--- src/rtl/ctx_tlb_pkg.sv ---
// Package: shared type codes for the context-tagged translation cache.
// Assumes a 3-bit command code field; codes above 3 are illegal.
package ctx_tlb_pkg;

    typedef enum logic [2:0] {
        INV_PAGE    = 3'd0,  // one page of one context, globals kept
        INV_CONTEXT = 3'd1,  // whole context, globals kept
        INV_ALL_G   = 3'd2,  // everything, globals too
        INV_ALL     = 3'd3   // everything except globals
    } inv_kind_e;

    // Tell whether a command code is one of the four defined kinds.
    function automatic logic inv_code_legal(input logic [2:0] code);
        return code <= 3'd3;
    endfunction

endpackage

--- src/rtl/ctx_tlb_entry.sv ---
// Module: one translation slot. Holds valid, global flag, context tag,
// virtual and physical page. Computes its own invalidation kill and its
// lookup/fill match against the post-invalidation state.
// Assumes inv_go is only raised for legal command codes.
module ctx_tlb_entry
    import ctx_tlb_pkg::*;
#(
    parameter int CTX_W = 12,
    parameter int VPN_W = 20,
    parameter int PPN_W = 20
) (
    input  logic             clk,
    input  logic             rst_n,
    input  logic [CTX_W-1:0] cur_ctx,
    input  logic [VPN_W-1:0] lk_vpn,
    input  logic [VPN_W-1:0] fill_vpn,
    input  logic [PPN_W-1:0] fill_ppn,
    input  logic             fill_glb,
    input  logic             wr_en,
    input  logic             inv_go,
    input  logic [2:0]       inv_kind,
    input  logic [CTX_W-1:0] inv_ctx,
    input  logic [VPN_W-1:0] inv_vpn,
    output logic             lk_match,
    output logic             fill_match,
    output logic [PPN_W-1:0] ppn_o
);

    logic             valid_q;
    logic             glb_q;
    logic [CTX_W-1:0] ctx_q;
    logic [VPN_W-1:0] vpn_q;
    logic [PPN_W-1:0] ppn_q;
    logic             kill;
    logic             valid_post;
    logic             ctx_ok;

    // Decide whether this cycle's invalidation removes the slot.
    always_comb begin
        kill = 1'b0;
        if (inv_go && valid_q) begin
            case (inv_kind)
                INV_PAGE:    kill = !glb_q && (ctx_q == inv_ctx) && (vpn_q == inv_vpn);
                INV_CONTEXT: kill = !glb_q && (ctx_q == inv_ctx);
                INV_ALL_G:   kill = 1'b1;
                INV_ALL:     kill = !glb_q;
                default:     kill = 1'b0;
            endcase
        end
    end

    // Match against the state as it stands after the invalidation.
    always_comb begin
        valid_post = valid_q && !kill;
        ctx_ok     = glb_q || (ctx_q == cur_ctx);
        lk_match   = valid_post && ctx_ok && (vpn_q == lk_vpn);
        fill_match = valid_post && ctx_ok && (vpn_q == fill_vpn);
        ppn_o      = ppn_q;
    end

    // Slot storage: a fill writes everything, otherwise apply the kill.
    always_ff @(posedge clk) begin
        if (!rst_n) begin
            valid_q <= 1'b0;
            glb_q   <= 1'b0;
            ctx_q   <= '0;
            vpn_q   <= '0;
            ppn_q   <= '0;
        end else if (wr_en) begin
            valid_q <= 1'b1;
            glb_q   <= fill_glb;
            ctx_q   <= cur_ctx;
            vpn_q   <= fill_vpn;
            ppn_q   <= fill_ppn;
        end else begin
            valid_q <= valid_post;
        end
    end

    // a write always leaves the slot valid with the current tag.
    p_fill_tags_current_r2: assert property (@(posedge clk) disable iff (!rst_n)
        wr_en |=> (valid_q && ctx_q == $past(cur_ctx)));

    // a full flush empties the slot unless it is refilled.
    p_flush_all_r7: assert property (@(posedge clk) disable iff (!rst_n)
        (inv_go && inv_kind == INV_ALL_G && !wr_en) |=> !valid_q);

    // a non-global flush keeps a valid global slot.
    p_global_survives_r8: assert property (@(posedge clk) disable iff (!rst_n)
        (inv_go && inv_kind == INV_ALL && valid_q && glb_q && !wr_en) |=> valid_q);

    // a context flush leaves slots of other contexts untouched.
    p_other_ctx_kept_r6: assert property (@(posedge clk) disable iff (!rst_n)
        (inv_go && inv_kind == INV_CONTEXT && valid_q && ctx_q != inv_ctx && !wr_en)
        |=> valid_q);

    // without a legal command or a write the slot keeps its state.
    p_idle_stable_r12: assert property (@(posedge clk) disable iff (!rst_n)
        (!inv_go && !wr_en) |=> $stable(valid_q));

endmodule

--- src/rtl/ctx_tlb_pick.sv ---
// Module: lowest-index priority picker over a request vector.
// Gives a one-hot grant, its index and an any-request flag.
// Assumes N >= 2.
module ctx_tlb_pick #(
    parameter int N     = 16,
    parameter int IDX_W = $clog2(N)
) (
    input  logic [N-1:0]     req,
    output logic [N-1:0]     grant,
    output logic [IDX_W-1:0] idx,
    output logic             any
);

    // Scan from the top so the lowest set bit is the last one kept.
    always_comb begin
        grant = '0;
        idx   = '0;
        for (int i = N - 1; i >= 0; i--) begin
            if (req[i]) begin
                grant = '0;
                grant[i] = 1'b1;
                idx = IDX_W'(i);
            end
        end
        any = |req;
    end

    // The grant is at most one-hot and present exactly when a request is.
    always_comb begin
        a_grant_onehot_r10: assert ($onehot0(grant) && ((grant != '0) == any));
    end

endmodule

--- src/rtl/ctx_tlb_rr.sv ---
// Module: round-robin allocation pointer for new translations.
// Advances by one, wrapping at N, only when asked to allocate.
module ctx_tlb_rr #(
    parameter int N     = 16,
    parameter int IDX_W = $clog2(N)
) (
    input  logic             clk,
    input  logic             rst_n,
    input  logic             alloc,
    output logic [IDX_W-1:0] ptr
);

    localparam logic [IDX_W-1:0] LAST = IDX_W'(N - 1);

    // Pointer update with wrap at the last slot.
    always_ff @(posedge clk) begin
        if (!rst_n) begin
            ptr <= '0;
        end else if (alloc) begin
            ptr <= (ptr == LAST) ? '0 : ptr + 1'b1;
        end
    end

    // each allocation steps the pointer by exactly one slot.
    p_rr_step_r11: assert property (@(posedge clk) disable iff (!rst_n)
        alloc |=> (ptr == (($past(ptr) == LAST) ? '0 : $past(ptr) + 1'b1)));

    // with no allocation the pointer holds.
    p_rr_hold_r11: assert property (@(posedge clk) disable iff (!rst_n)
        !alloc |=> $stable(ptr));

endmodule

--- src/rtl/ctx_tlb.sv ---
// Module: fully associative context-tagged translation cache (top).
// Lookup compares combinationally and registers the result one cycle
// later. Invalidations act in a single cycle and are visible to a lookup
// in the same cycle; a same-cycle fill is written after the invalidation.
// Assumes at most one fill, one lookup and one command per cycle.
module ctx_tlb
    import ctx_tlb_pkg::*;
#(
    parameter int ENTRIES = 16,
    parameter int CTX_W   = 12,
    parameter int VPN_W   = 20,
    parameter int PPN_W   = 20
) (
    input  logic             clk,
    input  logic             rst_n,
    input  logic [CTX_W-1:0] cur_ctx,
    input  logic             lk_valid,
    input  logic [VPN_W-1:0] lk_vpn,
    output logic             lk_hit,
    output logic [PPN_W-1:0] lk_ppn,
    input  logic             fill_valid,
    input  logic [VPN_W-1:0] fill_vpn,
    input  logic [PPN_W-1:0] fill_ppn,
    input  logic             fill_global,
    input  logic             inv_valid,
    input  logic [2:0]       inv_type,
    input  logic [CTX_W-1:0] inv_ctx,
    input  logic [VPN_W-1:0] inv_vpn,
    output logic             inv_err
);

    localparam int IDX_W = $clog2(ENTRIES);

    logic                 inv_legal;
    logic                 inv_go;
    logic [ENTRIES-1:0]   lk_match;
    logic [ENTRIES-1:0]   fill_match;
    logic [ENTRIES-1:0]   wr_en;
    logic [ENTRIES-1:0]   lk_grant;
    logic [ENTRIES-1:0]   fill_grant;
    logic [IDX_W-1:0]     lk_idx;
    logic [IDX_W-1:0]     fill_idx;
    logic                 lk_any;
    logic                 fill_any;
    logic [IDX_W-1:0]     rr_ptr;
    logic                 alloc;
    logic [PPN_W-1:0]     ppn_arr [ENTRIES];
    logic [PPN_W-1:0]     ppn_sel;
    logic [ENTRIES-1:0]   alloc_oh;

    // Qualify the command: only codes 0..3 act on the entries.
    always_comb begin
        inv_legal = inv_code_legal(inv_type);
        inv_go    = inv_valid && inv_legal;
    end

    // One slot per entry.
    for (genvar g = 0; g < ENTRIES; g++) begin : g_slot
        ctx_tlb_entry #(
            .CTX_W (CTX_W),
            .VPN_W (VPN_W),
            .PPN_W (PPN_W)
        ) u_slot (
            .clk        (clk),
            .rst_n      (rst_n),
            .cur_ctx    (cur_ctx),
            .lk_vpn     (lk_vpn),
            .fill_vpn   (fill_vpn),
            .fill_ppn   (fill_ppn),
            .fill_glb   (fill_global),
            .wr_en      (wr_en[g]),
            .inv_go     (inv_go),
            .inv_kind   (inv_type),
            .inv_ctx    (inv_ctx),
            .inv_vpn    (inv_vpn),
            .lk_match   (lk_match[g]),
            .fill_match (fill_match[g]),
            .ppn_o      (ppn_arr[g])
        );
    end

    // Lowest matching slot supplies the lookup result.
    ctx_tlb_pick #(.N(ENTRIES)) u_lk_pick (
        .req   (lk_match),
        .grant (lk_grant),
        .idx   (lk_idx),
        .any   (lk_any)
    );

    // Lowest matching slot is overwritten by a fill of the same page.
    ctx_tlb_pick #(.N(ENTRIES)) u_fill_pick (
        .req   (fill_match),
        .grant (fill_grant),
        .idx   (fill_idx),
        .any   (fill_any)
    );

    // Round-robin pointer for fills that match nothing.
    ctx_tlb_rr #(.N(ENTRIES)) u_rr (
        .clk   (clk),
        .rst_n (rst_n),
        .alloc (alloc),
        .ptr   (rr_ptr)
    );

    // Choose the slot a fill writes: in place on a match, else the pointer.
    always_comb begin
        alloc    = fill_valid && !fill_any;
        alloc_oh = '0;
        alloc_oh[rr_ptr] = 1'b1;
        wr_en    = '0;
        if (fill_valid) begin
            wr_en = fill_any ? fill_grant : alloc_oh;
        end
    end

    // Select the physical page of the winning lookup slot.
    always_comb begin
        ppn_sel = '0;
        for (int i = 0; i < ENTRIES; i++) begin
            ppn_sel = ppn_sel | (ppn_arr[i] & {PPN_W{lk_grant[i]}});
        end
    end

    // Register lookup result and the illegal-command flag.
    always_ff @(posedge clk) begin
        if (!rst_n) begin
            lk_hit  <= 1'b0;
            lk_ppn  <= '0;
            inv_err <= 1'b0;
        end else begin
            lk_hit  <= lk_valid && lk_any;
            lk_ppn  <= (lk_valid && lk_any) ? ppn_sel : '0;
            inv_err <= inv_valid && !inv_legal;
        end
    end

    // an illegal code raises the flag in the next cycle.
    p_err_raise_r12: assert property (@(posedge clk) disable iff (!rst_n)
        (inv_valid && inv_type > 3'd3) |=> inv_err);

    // the flag stays low after any cycle without an illegal code.
    p_err_quiet_r12: assert property (@(posedge clk) disable iff (!rst_n)
        !(inv_valid && inv_type > 3'd3) |=> !inv_err);

    // without a lookup request there is no hit in the next cycle.
    p_idle_no_hit_r2: assert property (@(posedge clk) disable iff (!rst_n)
        !lk_valid |=> (!lk_hit && lk_ppn == '0));

    // a fill writes exactly one slot.
    p_fill_one_slot_r10: assert property (@(posedge clk) disable iff (!rst_n)
        fill_valid |-> $onehot(wr_en));

    // a fill that matches a slot does not move the pointer.
    p_inplace_no_alloc_r11: assert property (@(posedge clk) disable iff (!rst_n)
        (fill_valid && fill_any) |=> $stable(rr_ptr));

endmodule

--- config.mk ---
export PLATFORM = sky130hd
export DESIGN_NAME = ctx_tlb
export DESIGN_NICKNAME = d
export VERILOG_FILES = /design/src/rtl/ctx_tlb_pkg.sv /design/src/rtl/ctx_tlb_entry.sv /design/src/rtl/ctx_tlb_pick.sv /design/src/rtl/ctx_tlb_rr.sv /design/src/rtl/ctx_tlb.sv
export SDC_FILE = /design/constraint.sdc
export NUM_CORES = 2
export LEC_CHECK = 0
export BUFFER_PORTS_ARGS = -buffer_cell sky130_fd_sc_hd__buf_2
export CORE_ASPECT_RATIO = 2
export CORE_MARGIN = 1
export CORE_UTILIZATION = 35
export CTS_CLUSTER_SIZE = 16
export DETAILED_ROUTE_END_ITERATION = 8
export PLACE_DENSITY_LB_ADDON = 0.15
export SLEW_MARGIN = 20
export SYNTH_ARGS = -nofsm -noshare
export SYNTH_HDL_FRONTEND = slang
export SYNTH_SLANG_ARGS = --single-unit
--- constraint.sdc ---
create_clock -name clk -period 3.2 [get_ports clk]
set_input_delay 0.64 -clock clk [delete_from_list [all_inputs] [get_ports clk]]
set_output_delay 0.64 -clock clk [all_outputs]
set_load 0.03 [all_outputs]
==> results.json <==
{
  "syn_nets": 5810,
  "final_cells": 8868,
  "cp_max_fo": 8,
  "finalCritPeriodShare_pct": 118.6,
  "synth_edf_count": 0,
  "syn_avg_cell_area_um2": 9.100,
  "grt_overflow": 0,
  "critPathRequiredTime_ns": 3.84,
  "clk_pin_slew_ns": 0.06,
  "ys_warn_count": 0,
  "hold_slack_ns": 0.1824,
  "synth.top_cells.by_area": "dfxtp_1, mux2i_1, xor2_1",
  "nNetsFinal": 6994,
  "grt_setup_unrepaired": "yes",
  "h-tree-depth": 3,
  "p_per_area_mw_per_mm2": 385.8,
  "ir_drop_v": 0.0004958,
  "yosysSeqAreaShare_pct": 34.39,
  "place_inst": 8519,
  "num_vias": 48922,
  "drt_iter0_drc": 3498,
  "io_buffers": 134,
  "rr_worst_depth": 16,
  "core_mm2": 0.1469,
  "reg2reg_to": "g_slot[7].u_slot.ppn_o[15]$_SDFFE_PN0P_",
  "drt-wirelength-per-cell_um": 32.33,
  "finalSetupViolCount": 888,
  "chipWidth_um": 274.0,
  "maxSlewHeadroom_pct": 22.56,
  "min-delay-start": "fill_ppn[14]",
  "yosys.area.top_type": "dfxtp_1",
  "fp-row-count": 199,
  "synth_top_cell_area_share_pct": 34.39,
  "synth_cell_type_count": 73,
  "critPathMaxStageDelay_ns": 0.39,
  "synth_ff_type": "dfxtp_1",
  "grt_pass1_vias": 49074,
  "hold_path_class": "in -> reg",
  "skew_ns": 0.03956,
  "cts_hold_buf": 0,
  "cp-end-kind": "flop",
  "hold_depth": 3,
  "max-cap-violations": 0,
  "drive_above_1_share_pct": 28.69,
  "critPathSlowestCell": "nor4_1",
  "critPathMostFrequentCell": "buf_4",
  "reg2reg_setup_slack_ns": -0.58,
  "hpwl_mm": 202.0,
  "cts_tree": "done",
  "holdPathEnd": "g_slot[15].u_slot.ppn_o[14]$_SDFFE_PN0P_",
  "die_area_mm2": 0.1496,
  "grt_pass1_wl_mm": 371.5,
  "dp_slack_ns": -1.890,
  "netlist_instances": 5693,
  "antenna_left": 0,
  "cts_inserted_buffers": 91,
  "async_reset_ff_share_pct": 0,
  "cp.arrival_ns": 4.43,
  "power.total_mw": 27.98,
  "hold_viol": 0,
  "worstSetupPathType": "in -> reg",
  "clk_path_buf_depth": 3,
  "drc": 76,
  "gp_congestion": 1.028,
  "p_leak_nw": 32.49,
  "grt_start_max_net_pins": 100,
  "cp_cell_sequence": "buf_2 > buf_4 > buf_4 > xor2_1 > nor4_1 > and4_1 > o21ai_1 > o2111a_1 > nand2b_1 > nor3b_2 > buf_4 > buf_4 > nand4_1 > o21ai_4 > buf_12 > clkbuf_16 > mux2i_1",
  "root_buffer": "clkbuf_16",
  "drt-total-wl_mm": 286.7,
  "fin_ws_ns": -0.5951,
  "initial_core_util_pct": 35.26,
  "tightest_slew_ns": 1.159,
  "clock_sinks": 890,
  "failed_checks": "design-rule violations, negative setup slack",
  "grt_usage_pct": 35.48,
  "cp-start-kind": "input pin",
  "final.min_clock_period_ns": 3.795,
  "ios": 135,
  "avgViaCountPerCell": 5.517,
  "netlist_area_mm2": 0.05180,
  "status": "complete, but fails checks",
  "clock_latency_ns": 0.72,
  "fmax_ghz": 0.2635,
  "synth-seq-cells": 890,
  "final_max_slew_viol_count": 0,
  "antenna_found_initial": 16,
  "first_pass_iters": 8,
  "r2r-start": "g_slot[6].u_slot.ctx_q[8]$_SDFFE_PN0P_",
  "area_delta_synth_final_pct": 39.99,
  "die_h_um": 546.1
}
-- routing by layer --
| metal | global-route usage, % | part of all wire [%] | vias to the layer above |
|---|---|---|---|
| li1 | - | - | 21641 |
| met1 | 33.60 | 31 | 23728 |
| met2 | 63.52 | 49 | 2276 |
| met3 | 5.799 | 5.7 | 1261 |
| met4 | 34.49 | 13 | 16 |
| met5 | 0 | 0.036 | - |
-- worst max path at each step --
stage / end / startpoint / cells after the start
after detailed placement: g_slot[6].u_slot.vpn_q[15]$_SDFFE_PN0P_ / cur_ctx[8] / 15
after global placement: g_slot[6].u_slot.ctx_q[1]$_SDFFE_PN0P_ / cur_ctx[8] / 15
after floorplan: g_slot[1].u_slot.vpn_q[11]$_SDFFE_PN0P_ / inv_vpn[5] / 15
final: g_slot[2].u_slot.vpn_q[4]$_SDFFE_PN0P_ / inv_ctx[3] / 17
after global routing: g_slot[2].u_slot.vpn_q[18]$_SDFFE_PN0P_ / g_slot[10].u_slot.vpn_q[3]$_SDFFE_PN0P_ / 16
after CTS: g_slot[1].u_slot.ppn_o[4]$_SDFFE_PN0P_ / g_slot[2].u_slot.vpn_q[0]$_SDFFE_PN0P_ / 15
-- placed cells by master, fill, tap and decap left out, types with 49 or more instances in the layout --
master / Yosys / layout
a21oi_1: 67 / 49
buf_12: 0 / 205
buf_2: 129 / 129
buf_4: 52 / 1082
clkbuf_16: 0 / 151
dfxtp_1: 890 / 855
mux2i_1: 850 / 845
nand2_1: 981 / 978
nand3_1: 72 / 64
nand4_1: 138 / 138
nor2_1: 149 / 147
nor3_1: 58 / 51
nor4_1: 213 / 155
xnor2_1: 549 / 533
xor2_1: 796 / 789
-- where the power goes --
part | total (mW) | internal, mW | switching [mW] | leakage [nW]
sequential | 11.3 | 11.2 | 0.118 | 7.20
clock | 12.4 | 7.19 | 5.26 | 1.62
combinational | 4.23 | 1.61 | 2.62 | 23.7
total | 28.0 | 20.0 | 8.00 | 32.5
-- cell families after synthesis --
kind of cell	share of synthesized area, %
AO/OA/AOI/OAI	5.229
multiplexers	16.42
buffers and inverters	5.876
XOR/XNOR	22.74
AND/OR/NAND/NOR	15.24
adder cells (fa/ha/maj)	0.09661
flip-flops	34.39
-- cells in the mapped netlist (all sizes together) (6+ instances only) --
cell type,n
a211o,19
a31oi,36
and3,9
and4,14
xnor2,549
o2bb2ai,18
o211ai,8
a41oi,9
nand2b,9
nor2,150
o41a,18
dfxtp,890
inv,33
nand2,982
a21o,8
clkbuf,214
o21ai,22
o21a,48
nand3,73
o211a,6
a31o,6
nand4,138
a221oi,21
nor3,59
and2,25
a21oi,68
o22ai,20
nor4,217
mux2i,850
buf,277
a41o,6
nand3b,22
a22oi,18
xor2,796
-- area by class of cell --
cell class / instances / area [um^2]
Multi-Input combinational cell: 4280 / 32570
Antenna cell: 6 / 15.01
Tap cell: 1909 / 2389
Timing Repair Buffer: 1581 / 16210
Sequential cell: 890 / 17880
Inverter: 33 / 123.9
Clock buffer: 121 / 2561
Fill cell: 13914 / 74380
Clock inverter: 48 / 774.5
-- critical path, delay by kind of cell --
kind | cells | cell delay [ns]
AND/OR/NAND/NOR | 5 | 1.43
buffers and inverters | 7 | 1.26
AO/OA/AOI/OAI | 3 | 0.74
multiplexers | 1 | 0.19
XOR/XNOR | 1 | 0.15
-- per-stage QoR --
stage                     cell area [um^2]  utilization [%]  TNS [ns]
after global routing                 72510            49.36   -427.81
final                                72520            49.37   -364.58
after CTS                            69530            47.33   -320.93
after floorplan                      52600                -    -22.51
after detailed placement             63970            43.55  -1367.46
after global placement               63970            43.55  -1382.08
-- sequential cells by signal (all words and copies together) (netlist names) --
name / cells
g_slot.u_slot.vpn_q: 320
g_slot.u_slot.ctx_q: 192
inv_err: 1
u_rr.ptr: 4
g_slot.u_slot.glb_q: 16
g_slot.u_slot.valid_q: 16
lk_hit: 1
lk_ppn: 20
g_slot.u_slot.ppn_o: 320
-- what timing repair did --
action / in CTS / in global routing
setup endpoints to repair: 889 / 889
gates cloned: 27 / 72
buffers inserted: 44 / 58
pin swaps: 38 / 96
resized for setup: 207 / 259
Note: power is estimated with default switching activity, not from simulation.
